File: config.mk
export PLATFORM = sky130hd
export DESIGN_NAME = ami_cc_codec
export DESIGN_NICKNAME = d
export VERILOG_FILES = /design/src/rtl/ami_cc_pkg.sv /design/src/rtl/ami_cc_tx.sv /design/src/rtl/ami_cc_rx_frame.sv /design/src/rtl/ami_cc_rx_rate.sv /design/src/rtl/ami_cc_codec.sv
export SDC_FILE = /design/constraint.sdc
export NUM_CORES = 1
export LEC_CHECK = 0
export BUFFER_PORTS_ARGS = -buffer_cell sky130_fd_sc_hd__clkbuf_2
export CAP_MARGIN = 20
export CORE_UTILIZATION = 53
export CTS_CLUSTER_SIZE = 30
export DETAILED_ROUTE_END_ITERATION = 6
export GPL_TIMING_DRIVEN = 0
export PLACE_DENSITY = 0.76
export SLEW_MARGIN = 10
export SYNTH_ARGS = -nofsm -noshare
export SYNTH_HDL_FRONTEND = slang
export SYNTH_SLANG_ARGS = --single-unit
File: constraint.sdc
create_clock -name clk -period 2.5 [get_ports clk]
set_input_delay 0 -clock clk [delete_from_list [all_inputs] [get_ports clk]]
set_output_delay 0 -clock clk [all_outputs]
set_load 0.03 [all_outputs]
File: src/rtl/ami_cc_pkg.sv
package ami_cc_pkg;
  // Marks per 8 kHz frame; the violation position depends on it.
  localparam int FRAME_MARKS = 8;
  localparam int POS_W       = $clog2(FRAME_MARKS);
  localparam logic [POS_W-1:0] LAST_POS = POS_W'(FRAME_MARKS - 1);

  // A line sample is a mark only when exactly one detector fired.
  function automatic logic mark_valid(input logic p, input logic n);
    return p ^ n;
  endfunction
endpackage

File: src/rtl/ami_cc_tx.sv
module ami_cc_tx
  import ami_cc_pkg::*;
(
  input  logic clk,
  input  logic rst_n,
  input  logic tick,
  output logic mark_pos,
  output logic mark_neg
);
  logic [POS_W-1:0] pos_q;
  logic             pol_q;   // polarity of last mark, 1 = positive
  logic             pol_new;

  // Boundary mark repeats the previous polarity, others invert it.
  assign pol_new = (pos_q == LAST_POS) ? pol_q : ~pol_q;

  always_ff @(posedge clk) begin
    if (!rst_n) begin
      pos_q    <= '0;
      pol_q    <= 1'b0;
      mark_pos <= 1'b0;
      mark_neg <= 1'b0;
    end else if (tick) begin
      pos_q    <= pos_q + POS_W'(1);
      pol_q    <= pol_new;
      mark_pos <= pol_new;
      mark_neg <= ~pol_new;
    end else begin
      mark_pos <= 1'b0;
      mark_neg <= 1'b0;
    end
  end

  p_onehot_mark_r1: assert property (@(posedge clk) disable iff (!rst_n)
    $onehot0({mark_pos, mark_neg}));
  p_tick_marks_r1: assert property (@(posedge clk) disable iff (!rst_n)
    tick |=> (mark_pos | mark_neg));
  p_idle_quiet_r1: assert property (@(posedge clk) disable iff (!rst_n)
    !tick |=> !(mark_pos | mark_neg));
endmodule

File: src/rtl/ami_cc_rx_frame.sv
module ami_cc_rx_frame
  import ami_cc_pkg::*;
#(
  parameter int LOCK_COUNT = 4,
  parameter int MISS_COUNT = 2
) (
  input  logic clk,
  input  logic rst_n,
  input  logic tick,
  input  logic line_pos,
  input  logic line_neg,
  output logic locked,
  output logic frame_strobe,
  output logic departure,
  output logic tick_seen
);
  localparam int LW = (LOCK_COUNT > 2) ? $clog2(LOCK_COUNT) : 1;
  localparam int MW = (MISS_COUNT > 2) ? $clog2(MISS_COUNT) : 1;
  localparam logic [LW-1:0] CHAIN_FULL = LW'(LOCK_COUNT - 1);
  localparam logic [MW-1:0] MISS_FULL  = MW'(MISS_COUNT - 1);

  logic [POS_W-1:0] cnt_q, cnt_d;
  logic [LW-1:0]    chain_q, chain_d;
  logic [MW-1:0]    miss_q, miss_d;
  logic             prev_ok_q, prev_ok_d;
  logic             prev_pol_q, prev_pol_d;
  logic             lock_d;
  logic             dep_d, stb_d;
  logic             ok, viol, at_edge;

  assign ok      = mark_valid(line_pos, line_neg);
  assign viol    = ok && prev_ok_q && (line_pos == prev_pol_q);
  assign at_edge = (cnt_q == LAST_POS);

  always_comb begin
    cnt_d      = cnt_q;
    chain_d    = chain_q;
    miss_d     = miss_q;
    prev_ok_d  = prev_ok_q;
    prev_pol_d = prev_pol_q;
    lock_d     = locked;
    dep_d      = 1'b0;
    stb_d      = 1'b0;
    if (tick) begin
      prev_ok_d  = ok;
      prev_pol_d = ok ? line_pos : prev_pol_q;
      if (!ok) dep_d = 1'b1;
      if (locked) begin
        cnt_d = at_edge ? '0 : cnt_q + POS_W'(1);
        if (at_edge) begin
          if (viol) begin
            miss_d = '0;
            stb_d  = 1'b1;
          end else begin
            dep_d = 1'b1;
            if (miss_q == MISS_FULL) begin
              lock_d  = 1'b0;
              chain_d = '0;
              miss_d  = '0;
            end else begin
              miss_d = miss_q + MW'(1);
              stb_d  = 1'b1;
            end
          end
        end else if (viol) begin
          dep_d = 1'b1;
        end
      end else begin
        if (viol) begin
          cnt_d = '0;
          if (at_edge && chain_q != '0) begin
            if (chain_q == CHAIN_FULL) begin
              lock_d  = 1'b1;
              chain_d = '0;
              miss_d  = '0;
              stb_d   = 1'b1;
            end else begin
              chain_d = chain_q + LW'(1);
            end
          end else begin
            chain_d = LW'(1);
          end
        end else begin
          cnt_d = at_edge ? '0 : cnt_q + POS_W'(1);
          if (at_edge) chain_d = '0;
        end
      end
    end
  end

  always_ff @(posedge clk) begin
    if (!rst_n) begin
      cnt_q        <= '0;
      chain_q      <= '0;
      miss_q       <= '0;
      prev_ok_q    <= 1'b0;
      prev_pol_q   <= 1'b0;
      locked       <= 1'b0;
      departure    <= 1'b0;
      frame_strobe <= 1'b0;
      tick_seen    <= 1'b0;
    end else begin
      cnt_q        <= cnt_d;
      chain_q      <= chain_d;
      miss_q       <= miss_d;
      prev_ok_q    <= prev_ok_d;
      prev_pol_q   <= prev_pol_d;
      locked       <= lock_d;
      departure    <= dep_d;
      frame_strobe <= stb_d;
      tick_seen    <= tick;
    end
  end

  p_depart_after_tick_r3: assert property (@(posedge clk) disable iff (!rst_n)
    departure |-> $past(tick));
  p_invalid_departs_r3: assert property (@(posedge clk) disable iff (!rst_n)
    (tick && (line_pos == line_neg)) |=> departure);
  p_strobe_locked_r5: assert property (@(posedge clk) disable iff (!rst_n)
    frame_strobe |-> locked);
  p_lock_gain_strobe_r4: assert property (@(posedge clk) disable iff (!rst_n)
    $rose(locked) |-> frame_strobe);
  p_lock_loss_departs_r7: assert property (@(posedge clk) disable iff (!rst_n)
    $fell(locked) |-> (departure && !frame_strobe));
endmodule

File: src/rtl/ami_cc_rx_rate.sv
module ami_cc_rx_rate
  import ami_cc_pkg::*;
#(
  parameter int WIN_W = 8,
  parameter int CNT_W = 8
) (
  input  logic             clk,
  input  logic             rst_n,
  input  logic             tick_in,
  input  logic             dep_in,
  input  logic [WIN_W-1:0] window,
  input  logic [CNT_W-1:0] threshold,
  output logic             alarm
);
  localparam logic [CNT_W-1:0] CNT_MAX = '1;

  logic [POS_W-1:0] phase_q;
  logic [WIN_W-1:0] frame_q;
  logic [CNT_W-1:0] count_q, total;
  logic             frame_last, win_end;

  assign frame_last = (phase_q == LAST_POS);
  assign win_end    = tick_in && frame_last &&
                      (({1'b0, frame_q} + (WIN_W+1)'(1)) >= {1'b0, window});
  assign total      = (dep_in && count_q != CNT_MAX) ? count_q + CNT_W'(1) : count_q;

  always_ff @(posedge clk) begin
    if (!rst_n) begin
      phase_q <= '0;
      frame_q <= '0;
      count_q <= '0;
      alarm   <= 1'b0;
    end else if (tick_in) begin
      phase_q <= phase_q + POS_W'(1);
      if (win_end) begin
        alarm   <= (total > threshold);
        count_q <= '0;
        frame_q <= '0;
      end else begin
        count_q <= total;
        if (frame_last) frame_q <= frame_q + WIN_W'(1);
      end
    end
  end

  p_alarm_at_window_end_r9: assert property (@(posedge clk) disable iff (!rst_n)
    !$stable(alarm) |-> $past(win_end));
  p_departure_needs_tick_r9: assert property (@(posedge clk) disable iff (!rst_n)
    dep_in |-> tick_in);
endmodule

File: src/rtl/ami_cc_codec.sv
module ami_cc_codec
  import ami_cc_pkg::*;
#(
  parameter int LOCK_COUNT = 4,
  parameter int MISS_COUNT = 2,
  parameter int WIN_W      = 8,
  parameter int CNT_W      = 8
) (
  input  logic             clk,
  input  logic             rst_n,
  input  logic             tx_tick,
  output logic             tx_pos,
  output logic             tx_neg,
  input  logic             rx_tick,
  input  logic             rx_pos,
  input  logic             rx_neg,
  input  logic [WIN_W-1:0] cfg_window,
  input  logic [CNT_W-1:0] cfg_threshold,
  output logic             rx_locked,
  output logic             rx_frame_strobe,
  output logic             rx_departure,
  output logic             rx_alarm
);
  logic tick_d;

  ami_cc_tx u_tx (
    .clk      (clk),
    .rst_n    (rst_n),
    .tick     (tx_tick),
    .mark_pos (tx_pos),
    .mark_neg (tx_neg)
  );

  ami_cc_rx_frame #(
    .LOCK_COUNT (LOCK_COUNT),
    .MISS_COUNT (MISS_COUNT)
  ) u_frame (
    .clk          (clk),
    .rst_n        (rst_n),
    .tick         (rx_tick),
    .line_pos     (rx_pos),
    .line_neg     (rx_neg),
    .locked       (rx_locked),
    .frame_strobe (rx_frame_strobe),
    .departure    (rx_departure),
    .tick_seen    (tick_d)
  );

  ami_cc_rx_rate #(
    .WIN_W (WIN_W),
    .CNT_W (CNT_W)
  ) u_rate (
    .clk       (clk),
    .rst_n     (rst_n),
    .tick_in   (tick_d),
    .dep_in    (rx_departure),
    .window    (cfg_window),
    .threshold (cfg_threshold),
    .alarm     (rx_alarm)
  );
endmodule

# --- After elaboration in Yosys (flattened, before gate mapping) ---
# Index checks and enable logic that the tools add are counted.
op_classes:
  n_addsub: 8
  n_lt_le_gt_ge: 2
  eq_ne: 9
  n_mux: 37
  n_bitwise: 3
  reduce_logical: 19
ops:
  columns: ["op", "count"]
  rows:
  - ["$mux W8", 4]
  - ["$mux W1", 22]
  - ["$add A8 B1 Y8 const B", 2]
  - ["$mux W2", 8]
  - ["$reduce_bool A2 Y1", 6]
  - ["$reduce_and A2 Y1", 5]
  - ["$reduce_and A5 Y1", 2]
  - ["$add A3 B1 Y3 const B", 3]
  - ["$add A8 B1 Y9 const B", 1]
  - ["$eq A3 B3 Y1 const B", 3]
  - ["$ge A9 B8 Y1", 1]
  - ["$mux W3", 3]
  - ["$gt A8 B8 Y1", 1]
  - ["$ne A8 B8 Y1 const B", 1]
  - ["$logic_and A1 B1 Y1", 6]
  - ["$ne A2 B2 Y1 const B", 3]
  - ["$add A2 B1 Y2 const B", 1]
  - ["$eq A2 B2 Y1 const B", 1]
  - ["$not A1 Y1", 2]
  - ["$add A1 B1 Y1 const B", 1]
  - ["$eq A1 B1 Y1", 1]
  - ["$xor A1 B1 Y1", 1]
word_totals:
  regBits: 38
  input_bits: 22
  out_inout_bits: 6

# --- Logic depth before layout (Yosys ltp) ---
# Gate-level depths: netlist (run 1).
logic_depth:
  ltp_word: 6
  mapped_depth: 13

# --- By module ---
# Synthesis (run 1) repeated with hierarchy kept, for this count alone.
hier_totals:
  cells_unflattened: 298
  area_unflattened_um2: 2528.7
by_module_without_submodules:
  columns: ["mod", "instances", "cells_per_inst", "area_each_um2", "seq_area_each_um2"]
  rows:
  - ["ami_cc_rx_rate", 1, 199, 1570.3, 400.4]
  - ["ami_cc_rx_frame", 1, 76, 704.4, 240.2]
  - ["ami_cc_tx", 1, 23, 254.0, 120.1]

# --- Worst setup path after synthesis (run 1) ---
# No wires, ideal clock.
synth_timing:
  kind: "register to register"
  startpoint: "register u_rate.frame_q[0]"
  endpoint: "register u_rate.frame_q[6]"
  setup_time_ns: 0.075
  arrival_ns: 2.339
  t_required_ns: 2.425
  setup_slack_ns: 0.087
  path_stages_with_launch: 14
  path_buffers: 1
  synth_period_minus_slack_ns: 2.413
  path_cell_list: "dfxtp_1 ha_1 nand3_1 inv_1 nand3_1 nand2_1 nand2_1 ha_1 a21oi_1 o21ai_0 a221oi_2 buf_2 nand3_1 o22ai_1"
synth_between:
  elab_chain_cells: 5
  word_cells_on_any_way: 8
  classes_between: "2 x add/sub; 1 x order compare; 2 x mux; 3 x reduce/logical"
synth_rtl:
  columns: ["item", "line", "rtl"]
  rows:
  - ["from (decl)", "ami_cc_rx_rate.sv:18", "logic [WIN_W-1:0] frame_q;"]
  - ["from (signal assigned)", "ami_cc_rx_rate.sv:41", "if (frame_last) frame_q <= frame_q + WIN_W'(1);"]
  - ["$add A8 B1 Y9", "ami_cc_rx_rate.sv:24", "(({1'b0, frame_q} + (WIN_W+1)'(1)) >= {1'b0, window});"]
  - ["$ge A9 B8 Y1", "ami_cc_rx_rate.sv:24", null]
  - ["$logic_and A1 B1 Y1", "ami_cc_rx_rate.sv:23", "assign win_end = tick_in && frame_last &&"]
  - ["$reduce_bool A2 Y1 (no line)", null, null]
  - ["$reduce_and A2 Y1 (no line)", null, null]
# Several ways; a longest one is shown, not always the timed one. The select of a mux whose other input is x is not followed.
# A chain may end at the register's enable or synchronous reset.

# --- Final worst setup path (run 1) ---
layout_timing:
  startpoint: "register u_rate.count_q[2]"
  endpoint: "register u_rate.alarm"
layout_between:
  elab_chain_cells: 4
  word_cells_on_any_way: 5
  classes_between: "1 x add/sub; 1 x order compare; 1 x eq/ne; 1 x mux; 1 x reduce/logical"
layout_rtl:
  columns: ["item", "line", "rtl"]
  rows:
  - ["from (decl)", "ami_cc_rx_rate.sv:19", "logic [CNT_W-1:0] count_q, total;"]
  - ["from (signal assigned)", "ami_cc_rx_rate.sv:40", "count_q <= total;"]
  - ["parallel branches: the longest is 2 deep, another holds $add A8 B1 Y8", null, null]
  - ["$mux W8 *", "ami_cc_rx_rate.sv:25", "assign total = (dep_in && count_q != CNT_MAX) ? count_q + CNT_W'(1) : count_q;"]
  - ["$gt A8 B8 Y1 *", "ami_cc_rx_rate.sv:36", "alarm <= (total > threshold);"]
  - ["to (signal assigned)", "ami_cc_rx_rate.sv:36", null]
  - ["to (decl)", "ami_cc_rx_rate.sv:13", "output logic alarm"]
# Every way passes the cells marked *.

==> flow_metrics.env, run 1 <==
export IMPL_post_dr_wirelength_cell_um=12.8
export IMPL_synth_top_flop_cell="sky130_fd_sc_hd__dfxtp_1"
export IMPL_worst_hold_slack_ps=10.2
export IMPL_synth_area_per_cell_sq_um=8.48
export IMPL_kind_of_path_behind_the_tightest_hold_check="in2reg"
export IMPL_p_leak_nw=1.27
export IMPL_detailedRoute_firstPassIterationCount=4
export IMPL_r2r_setup_slack_ps=110
export IMPL_globalplace_congestion=0.823
export IMPL_final_cell_mix="32 x sky130_fd_sc_hd__nand2_1, 28 x sky130_fd_sc_hd__dfxtp_1, 26 x sky130_fd_sc_hd__clkbuf_2"
export IMPL_clkSinkCount=38
export IMPL_port_buffer_count=26
export IMPL_synth_async_sr_flop_share=0
export IMPL_netlist_cell_type_count=45
export IMPL_via_per_inst=5.59
export IMPL_reg2regPathDepth=10
export IMPL_core_area_sq_um=4350
export IMPL_worst_endpoint_required_ps=2660
export IMPL_timing_final_setup_violations=0
export IMPL_chipHeight_um=69.3
export IMPL_worst_r2r_endpoint="u_rate.alarm"
export IMPL_final_cell_count_no_fill=375
export IMPL_criticalPathCategory="reg2reg"
export IMPL_slew_headroom=0.620
export IMPL_critPathLaunchType="flip-flop"
export IMPL_finish_net_count=371
export IMPL_crit_path_max_fanout=4
export IMPL_cts_hold_fix_buffers=0
export IMPL_final_setup_skew_ps=6.86
export IMPL_insertedDiodeCount=0
export IMPL_remaining_drc_errors=0
export IMPL_synthesis_area_sq_um=2400
export IMPL_worst_skew_pair_late_latency_ps=290
export IMPL_final_period_minus_worst_setup_slack_ps=2390
export IMPL_fmax_mhz=419
export IMPL_post_route_period_util=0.954
export IMPL_synth_enable_flop_cells=0
export IMPL_timing_hold_violations_final=0
export IMPL_synth_fp_nets=331
export IMPL_power_ir_vdd_worst_uv=347
export IMPL_outcome="completed"
export IMPL_yosys_warnings=0
export IMPL_drt_iter0_drc=239
export IMPL_setup_worst_path_end_class="flip-flop"
export IMPL_finalMaxSlewViolations=0
export IMPL_syn_inst=283
export IMPL_floorplan_rows=24
export IMPL_dp_cells=361
export IMPL_seq_area_frac_synth=0.317
export IMPL_number_of_flip_flops_and_latches_in_the_synthesized_netlist=38
export IMPL_worst_slew_pin_transition_ps=568
export IMPL_totalWireLength_um=4810
export IMPL_tritoncts="yes"
export IMPL_worst_r2r_startpoint="u_rate.count_q[2]"
export IMPL_clk_pin_slew_ps=80
export IMPL_grt_first_pass_wirelength_um=7780
export IMPL_fraction_of_layout_cells_with_a_size_suffix_above_1=0.251
export IMPL_final_common_cell="sky130_fd_sc_hd__nand2_1"
export IMPL_crit_path_start="u_rate.count_q[2]"
export IMPL_grt_pass1_vias=1733
export IMPL_floorplan_die_area_sq_um=4800
export IMPL_max_cap_violations=0
export IMPL_critical_path_endpoint="u_rate.alarm"
export IMPL_ctsRootBufferMaster="sky130_fd_sc_hd__clkbuf_8"
export IMPL_grt_use_total=0.196
export IMPL_globalRouteOverflowTotal=0
export IMPL_dpl_hpwl_um=3290
export IMPL_die_width_um=69.3
export IMPL_power_per_cell_area_nw_per_um2=403
export IMPL_cp_data_arrival_time_ps=2550
export IMPL_layout_area_overhead_vs_synth_pct=19.6
export IMPL_cts_max_level=2
export IMPL_boundaryPins=28
export IMPL_clock_tree_buffer_depth=2
export IMPL_grt_antenna_before_repair=0
export IMPL_number_of_buffers_created_by_cts=5
export IMPL_final_antenna_net_count=0
export IMPL_start_util=0.551
export IMPL_dr_total_vias=2095
export IMPL_grt_max_degree=12
-- power by group --
part           switching, mW  internal [mW]
sequential            0.0110          0.617
clock                  0.210          0.187
combinational         0.0693         0.0622
total                  0.290          0.866
-- how the worst min path moves through the flow --
stage	startpoint	endpoint	cells past startpoint	slack (ps)
6_report	rx_pos	u_frame.prev_pol_q	3	10
5_1_grt	rx_pos	u_frame.prev_pol_q	3	30
4_1_cts	rx_pos	u_frame.prev_pol_q	3	10
3_5_place_dp	rx_pos	u_frame.prev_pol_q	3	320
3_3_place_gp	rx_pos	u_frame.prev_pol_q	3	310
2_1_floorplan	rx_pos	u_frame.prev_pol_q	2	160
-- worst max-delay path: stages, from the launching register on --
cell and delay, ps:
sky130_fd_sc_hd__dfxtp_4 370, sky130_fd_sc_hd__and4_4 240, sky130_fd_sc_hd__nand4_1 220, sky130_fd_sc_hd__nand2_2 180, sky130_fd_sc_hd__mux2_4 340, sky130_fd_sc_hd__ha_4 220, sky130_fd_sc_hd__nor2b_2 140, sky130_fd_sc_hd__o211ai_1 170
sky130_fd_sc_hd__a21oi_1 90, sky130_fd_sc_hd__o221ai_1 200, sky130_fd_sc_hd__mux2i_1 110
-- logic make-up (layout without fill, tap and decap cells) --
family | Yosys count | after routing | share of synthesized area
AO/OA/AOI/OAI | 56 | 56 | 0.162
XOR/XNOR | 11 | 11 | 0.0402
adder cells (fa/ha/maj) | 26 | 26 | 0.136
buffers and inverters | 38 | 78 | 0.0642
flip-flops | 38 | 38 | 0.317
multiplexers | 14 | 14 | 0.0600
AND/OR/NAND/NOR | 100 | 100 | 0.221
-- per-stage QoR --
step	util	power [mW]	TNS (ps)	setup slack, ps	instance area (sq um)
after floorplan	-	0.733	0	86.7	2400
after detailed placement	0.596	0.773	-3640	-318	2590
after global routing	0.659	1.21	-42.2	-32.7	2870
after CTS	0.626	1.17	0	5.30	2730
after global placement	0.596	0.768	-3200	-289	2590
final	0.659	1.16	0	114	2870
-- routing by layer --
metal  vias to the layer above  part of all wire  track usage
met5                         -                 0            0
met4                         0             0.012       0.0476
met3                         9             0.042       0.0363
met2                        54              0.46        0.311
met1                       949              0.49        0.274
li1                       1083                 -            -
-- cell type report --
| cell class | instances | area (sq um) |
|---|---|---|
| clock inverters | 2 | 10.0 |
| plain buffers | 9 | 47.5 |
| flip-flops and latches | 38 | 783 |
| fillers | 349 | 1490 |
| inverters | 26 | 97.6 |
| repair buffers | 36 | 203 |
| well taps | 52 | 65.1 |
| clock buffers | 5 | 68.8 |
| multi-input cells | 207 | 1590 |
-- synthesized netlist by cell type, drive strengths merged, types with 6 or more instances --
cell type,number,share of area
a21oi,9,0.019
xor2,6,0.022
a22o,6,0.022
clkbuf,8,0.013
mux2i,11,0.046
a31oi,9,0.023
a21boi,6,0.023
inv,26,0.041
dfxtp,38,0.32
ha,26,0.14
and2,7,0.018
o21ai,12,0.025
nand2,33,0.052
nand3,11,0.023
nand4,11,0.029
nor2b,8,0.021
nor2,11,0.018
-- what timing repair did --
item,in CTS,in global routing
resized for setup,16,20
buffers inserted,1,8
endpoints found under the hold margin,0,0
gates cloned,1,0
endpoints found under the setup margin,17,17
pin swaps,1,8
-- flip-flops by register name, summed over array words and instances, names as in the netlist, 2 cells and up --
| signal | cells |
|---|---|
| u_rate.count_q | 8 |
| u_rate.frame_q | 8 |
| u_frame.cnt_q | 3 |
| u_rate.phase_q | 3 |
| u_tx.pos_q | 3 |
| u_frame.chain_q | 2 |
No activity file was read; power rests on OpenSTA's default activity.
==> run 2: changes to the inputs <==
Settings changed: CTS_BUF_LIST set to sky130_fd_sc_hd__clkbuf_16.
==> flow_metrics.env, run 2 (synthesis results as in run 1) <==
export IMPL_final_common_cell="sky130_fd_sc_hd__nand2_1"
export IMPL_nFillCells=338
export IMPL_fraction_of_layout_cells_with_a_size_suffix_above_1=0.251
export IMPL_grtUsageMet2=0.323
export IMPL_detailedRoute_firstPassIterationCount=4
export IMPL_clk_pin_slew_ps=50
export IMPL_final_setup_skew_ps=2.92
export IMPL_register_area_sq_um=783
export IMPL_floorplan_die_area_sq_um=4800
export IMPL_final_antenna_net_count=0
export IMPL_grt_use_total=0.200
export IMPL_finalMaxSlewViolations=0
export IMPL_non_filler_cell_area_final_sq_um=2920
export IMPL_worst_endpoint_required_ps=2650
export IMPL_floorplan_rows=24
export IMPL_final_period_minus_worst_setup_slack_ps=2440
export IMPL_grt_max_degree=12
export IMPL_globalplace_congestion=0.823
export IMPL_cts_max_level=2
export IMPL_critPathLaunchType="flip-flop"
export IMPL_power_per_cell_area_nw_per_um2=462
export IMPL_ctsRootBufferMaster="sky130_fd_sc_hd__clkbuf_16"
export IMPL_global_route_usage_met1=0.267
export IMPL_remaining_drc_errors=0
export IMPL_die_width_um=69.3
export IMPL_clkSinkCount=38
export IMPL_start_util=0.551
export IMPL_dpl_hpwl_um=3290
export IMPL_dr_total_vias=2117
export IMPL_totalWireLength_um=5010
export IMPL_insertedDiodeCount=0
export IMPL_boundaryPins=28
export IMPL_criticalPathCategory="reg2reg"
export IMPL_power_ir_vdd_worst_uv=350
export IMPL_crit_path_max_fanout=4
export IMPL_final_setup_tns_ps=0
export IMPL_worst_skew_pair_late_latency_ps=280
export IMPL_via_per_inst=5.65
export IMPL_post_dp_cell_area_sq_um=2590
export IMPL_slew_headroom=0.641
export IMPL_timing_hold_violations_final=0
export IMPL_drt_iter0_drc=221
export IMPL_reg_largest_list="u_rate.count_q x8, u_rate.frame_q x8"
export IMPL_clock_tree_buffer_depth=2
export IMPL_globalRouteOverflowTotal=0
export IMPL_final_cell_mix="32 x sky130_fd_sc_hd__nand2_1, 28 x sky130_fd_sc_hd__dfxtp_1, 26 x sky130_fd_sc_hd__clkbuf_2"
export IMPL_grt_first_pass_wirelength_um=7850
export IMPL_timing_final_setup_violations=0
export IMPL_number_of_buffers_created_by_cts=5
export IMPL_port_buffer_count=26
export IMPL_outcome="completed"
export IMPL_max_cap_violations=0
export IMPL_layout_area_overhead_vs_synth_pct=21.9
export IMPL_kind_of_path_behind_the_tightest_hold_check="in2reg"
export IMPL_core_area_sq_um=4350
export IMPL_finish_net_count=371
export IMPL_tritoncts="yes"
export IMPL_setup_worst_path_end_class="flip-flop"
export IMPL_groute_layer_met3_usage=0.0363
export IMPL_chipHeight_um=69.3
export IMPL_grt_pass1_vias=1770
export IMPL_p_leak_nw=1.30
export IMPL_worst_slew_pin_transition_ps=538
export IMPL_post_dr_wirelength_cell_um=13.4
export IMPL_post_route_period_util=0.974
export IMPL_grt_antenna_before_repair=0
export IMPL_layer_carrying_the_most_global_route_usage="met2"
export IMPL_cp_data_arrival_time_ps=2590
export IMPL_multiInputGateArea_sq_um=1590
export IMPL_fmax_mhz=411
-- run 2: cell counts in the layout (fill, tap and decap cells not counted) --
No cell type changed its count.
-- run 2: worst paths after layout --
kind,startpoint,endpoint,slack [ps],cells past startpoint
setup reg to reg,u_rate.count_q[2],u_rate.alarm,60,10
hold reg to reg,u_rate.alarm,u_rate.alarm,470,2
hold / removal,rx_pos,u_frame.prev_pol_q,20,3
setup / recovery,u_rate.count_q[2],u_rate.alarm,60,10
-- run 2: repair_timing --
| item | CTS | global route |
|---|---|---|
| hold buffers | 0 | 0 |
| setup endpoints to repair | 17 | 17 |
| resized for setup | 15 | 21 |
| cloned | 1 | 0 |
| setup buffers | 1 | 8 |
| pin swaps | 1 | 8 |
-- run 2: metrics by stage --
stage,cells,hold WS [ps],setup WS (ps),utilization,total power [mW]
after global placement,361,306,-289,0.596,0.768
after CTS,369,28.6,1.55,0.639,1.36
after detailed placement,361,323,-318,0.596,0.773
after floorplan,283,163,86.7,-,0.733
after global routing,375,50.7,-95.2,0.672,1.41
final,375,23.8,64.4,0.672,1.35
-- run 2: worst max-delay path: stages (launching register included) --
cell and delay [ps]:
sky130_fd_sc_hd__dfxtp_4 370, sky130_fd_sc_hd__and4_4 240, sky130_fd_sc_hd__nand4_1 220, sky130_fd_sc_hd__nand2_2 180
sky130_fd_sc_hd__mux2_4 330, sky130_fd_sc_hd__ha_4 220, sky130_fd_sc_hd__nor2b_2 140, sky130_fd_sc_hd__o211ai_1 190
sky130_fd_sc_hd__a21oi_1 100, sky130_fd_sc_hd__o221ai_1 210, sky130_fd_sc_hd__mux2i_1 110
-- run 2: metal layers --
layer / routed length [um] / vias to the layer above / part of all wire
li1: - / 1080 / -
met1: 2360 / 967 / 0.47
met2: 2350 / 61 / 0.47
met3: 232 / 9 / 0.046
met4: 68 / 0 / 0.014
met5: 0 / - / 0
-- run 2: final cells by class --
class,instances,share of cell area
repair buffers,36,0.0693
flip-flops and latches,38,0.268
clock buffers,5,0.0428
inverters,26,0.0334
plain buffers,9,0.0163
well taps,52,0.0223
clock inverters,2,0.00342
multi-input cells,207,0.545
-- run 2: power breakdown --
group          internal [mW]  switching (mW)
registers              0.618          0.0112
clock network          0.359           0.228
logic                 0.0625          0.0703
total                   1.04           0.310
==> run 3: changes to the inputs <==
Clock period 2.5 ns to 2.2 ns, I/O delays scaled along.
==> flow_metrics.env, run 3 (synthesis results as in run 1) <==
export IMPL_outcome="finished, violations left"
export IMPL_violated_checks="negative setup slack"
export IMPL_via_per_inst=5.77
export IMPL_port_buffer_count=26
export IMPL_worst_r2r_endpoint="u_rate.frame_q[2]"
export IMPL_final_common_cell="sky130_fd_sc_hd__buf_4"
export IMPL_timing_final_setup_violations=13
export IMPL_dr_total_vias=2291
export IMPL_holdPathStages=3
export IMPL_register_area_sq_um=798
export IMPL_max_cap_violations=0
export IMPL_final_cell_mix="27 x sky130_fd_sc_hd__buf_4, 26 x sky130_fd_sc_hd__nand2_1, 26 x sky130_fd_sc_hd__clkbuf_2"
export IMPL_tritoncts="yes"
export IMPL_worst_hold_startpoint="rx_pos"
export IMPL_sw_frac_of_total=0.251
export IMPL_crit_path_max_fanout=5
export IMPL_fmax_mhz=429
export IMPL_power_combinational_fraction=0.109
export IMPL_die_width_um=69.3
export IMPL_core_area_sq_um=4350
export IMPL_globalRouteOverflowTotal=0
export IMPL_post_dr_wirelength_cell_um=15.3
export IMPL_start_util=0.551
export IMPL_clock_power_share=0.447
export IMPL_nFillCells=283
export IMPL_grt_pass1_vias=2073
export IMPL_post_route_period_util=1.06
export IMPL_totalWireLength_um=6080
export IMPL_finish_net_count=392
export IMPL_worst_r2r_startpoint="u_rate.frame_q[1]"
export IMPL_globalplace_congestion=0.820
export IMPL_detailedRoute_firstPassIterationCount=4
export IMPL_worst_slew_pin_transition_ps=542
export IMPL_critPathLaunchType="flip-flop"
export IMPL_final_period_minus_worst_setup_slack_ps=2330
export IMPL_non_filler_cell_area_final_sq_um=3300
export IMPL_cp_data_arrival_time_ps=2540
export IMPL_final_setup_tns_ps=-1100
export IMPL_power_total_mw=1.60
export IMPL_setup_worst_path_end_class="flip-flop"
export IMPL_dpl_hpwl_um=3370
export IMPL_power_per_cell_area_nw_per_um2=484
export IMPL_slew_headroom=0.638
export IMPL_power_ir_vdd_worst_uv=449
export IMPL_worst_endpoint_required_ps=2400
export IMPL_r2r_setup_slack_ps=-130
export IMPL_kind_of_path_behind_the_tightest_hold_check="in2reg"
export IMPL_remaining_drc_errors=0
export IMPL_reg2regPathDepth=12
export IMPL_timing_final_ws_setup_ps=-131
export IMPL_grt_antenna_before_repair=0
export IMPL_number_of_buffers_created_by_cts=5
export IMPL_multiInputGateArea_sq_um=1760
export IMPL_post_dp_cell_area_sq_um=2650
export IMPL_boundaryPins=28
export IMPL_finalMaxSlewViolations=0
export IMPL_grt_max_degree=14
export IMPL_power_frac_seq=0.444
export IMPL_internal_power_mw=1.20
export IMPL_chipHeight_um=69.3
export IMPL_timing_hold_violations_final=0
export IMPL_grt_first_pass_wirelength_um=9110
export IMPL_grt_use_total=0.232
export IMPL_final_setup_skew_ps=3.14
export IMPL_ctsRootBufferMaster="sky130_fd_sc_hd__clkbuf_16"
export IMPL_floorplan_rows=24
export IMPL_clk_pin_slew_ps=60
export IMPL_unrepaired_setup_endpoints_after_global_routing="yes"
export IMPL_insertedDiodeCount=0
export IMPL_criticalPathCategory="reg2reg"
export IMPL_reg_largest_list="u_rate.count_q x8, u_rate.frame_q x8"
export IMPL_drt_iter0_drc=220
export IMPL_clkSinkCount=38
export IMPL_layout_area_overhead_vs_synth_pct=37.6
export IMPL_net_switching_power_mw=0.401
export IMPL_worst_skew_pair_late_latency_ps=280
export IMPL_fraction_of_layout_cells_with_a_size_suffix_above_1=0.371
export IMPL_clock_tree_buffer_depth=2
export IMPL_utilization=0.758
export IMPL_final_antenna_net_count=0
export IMPL_floorplan_die_area_sq_um=4800
export IMPL_cts_hold_fix_buffers=0
export IMPL_timing_hold_worst_endpoint="u_frame.prev_pol_q"
export IMPL_p_leak_nw=1.45
export IMPL_cts_max_level=2
==> run 3: routing by layer <==
metal  share of wire  track usage  routed length, um
met4           0.018       0.0839                107
met5               0            0                  0
met1            0.44        0.292               2690
met3           0.037       0.0422                225
met2            0.50        0.395               3050
==> run 3: worst max-delay path, stage by stage (launching register included) <==
cell                       delay, ps
sky130_fd_sc_hd__dfxtp_4         370
sky130_fd_sc_hd__buf_6           100
sky130_fd_sc_hd__nand3_4         110
sky130_fd_sc_hd__nor3_4          140
sky130_fd_sc_hd__xor2_1          220
sky130_fd_sc_hd__ha_1            290
sky130_fd_sc_hd__nand2_2         120
sky130_fd_sc_hd__nor2_4           50
sky130_fd_sc_hd__a221oi_4        270
sky130_fd_sc_hd__buf_6           170
sky130_fd_sc_hd__buf_8           130
sky130_fd_sc_hd__nand4_1         110
sky130_fd_sc_hd__mux2i_1         160
==> run 3: repair_timing <==
| action | in CTS | in global routing |
|---|---|---|
| buffers inserted | 25 | 6 |
| gates cloned | 1 | 0 |
| gates resized for setup | 37 | 40 |
| hold endpoints to repair | 0 | 0 |
| pin swaps | 21 | 25 |
| setup endpoints to repair | 17 | 17 |
==> run 3: power by group through the flow <==
stage,Sequential (mW),Combinational [mW],Clock [mW]
3_5_place_dp,0.734,0.145,0
3_3_place_gp,0.734,0.141,0
6_report,0.710,0.175,0.714
5_1_grt,0.712,0.192,0.750
2_1_floorplan,0.738,0.0956,0
4_1_cts,0.713,0.156,0.721
==> run 3: through the flow <==
stage,cells,hold slack (ps),setup slack [ps]
after floorplan,283,163,-1.74
after global placement,361,306,-289
after detailed placement,361,333,-296
after CTS,391,31.0,-40.1
after global routing,397,75.8,-255
final,397,32.7,-131
==> run 3: how the worst max path moves through the flow <==
stage	start	to
2_1_floorplan	u_rate.frame_q[0]	u_rate.frame_q[6]
3_5_place_dp	u_rate.frame_q[0]	u_rate.frame_q[6]
6_report	u_rate.frame_q[1]	u_rate.frame_q[2]
5_1_grt	u_rate.frame_q[1]	u_rate.frame_q[2]
3_3_place_gp	u_rate.frame_q[0]	u_rate.frame_q[6]
4_1_cts	u_rate.frame_q[0]	u_rate.frame_q[4]
==> run 3: layout make-up <==
cell class	count	share of cell area
Buffer	9	0.0167
Multi-Input combinational cell	207	0.533
Clock buffer	5	0.0379
Inverter	26	0.0303
Clock inverter	3	0.00644
Sequential cell	38	0.242
Tap cell	52	0.0197
Timing Repair Buffer	57	0.114
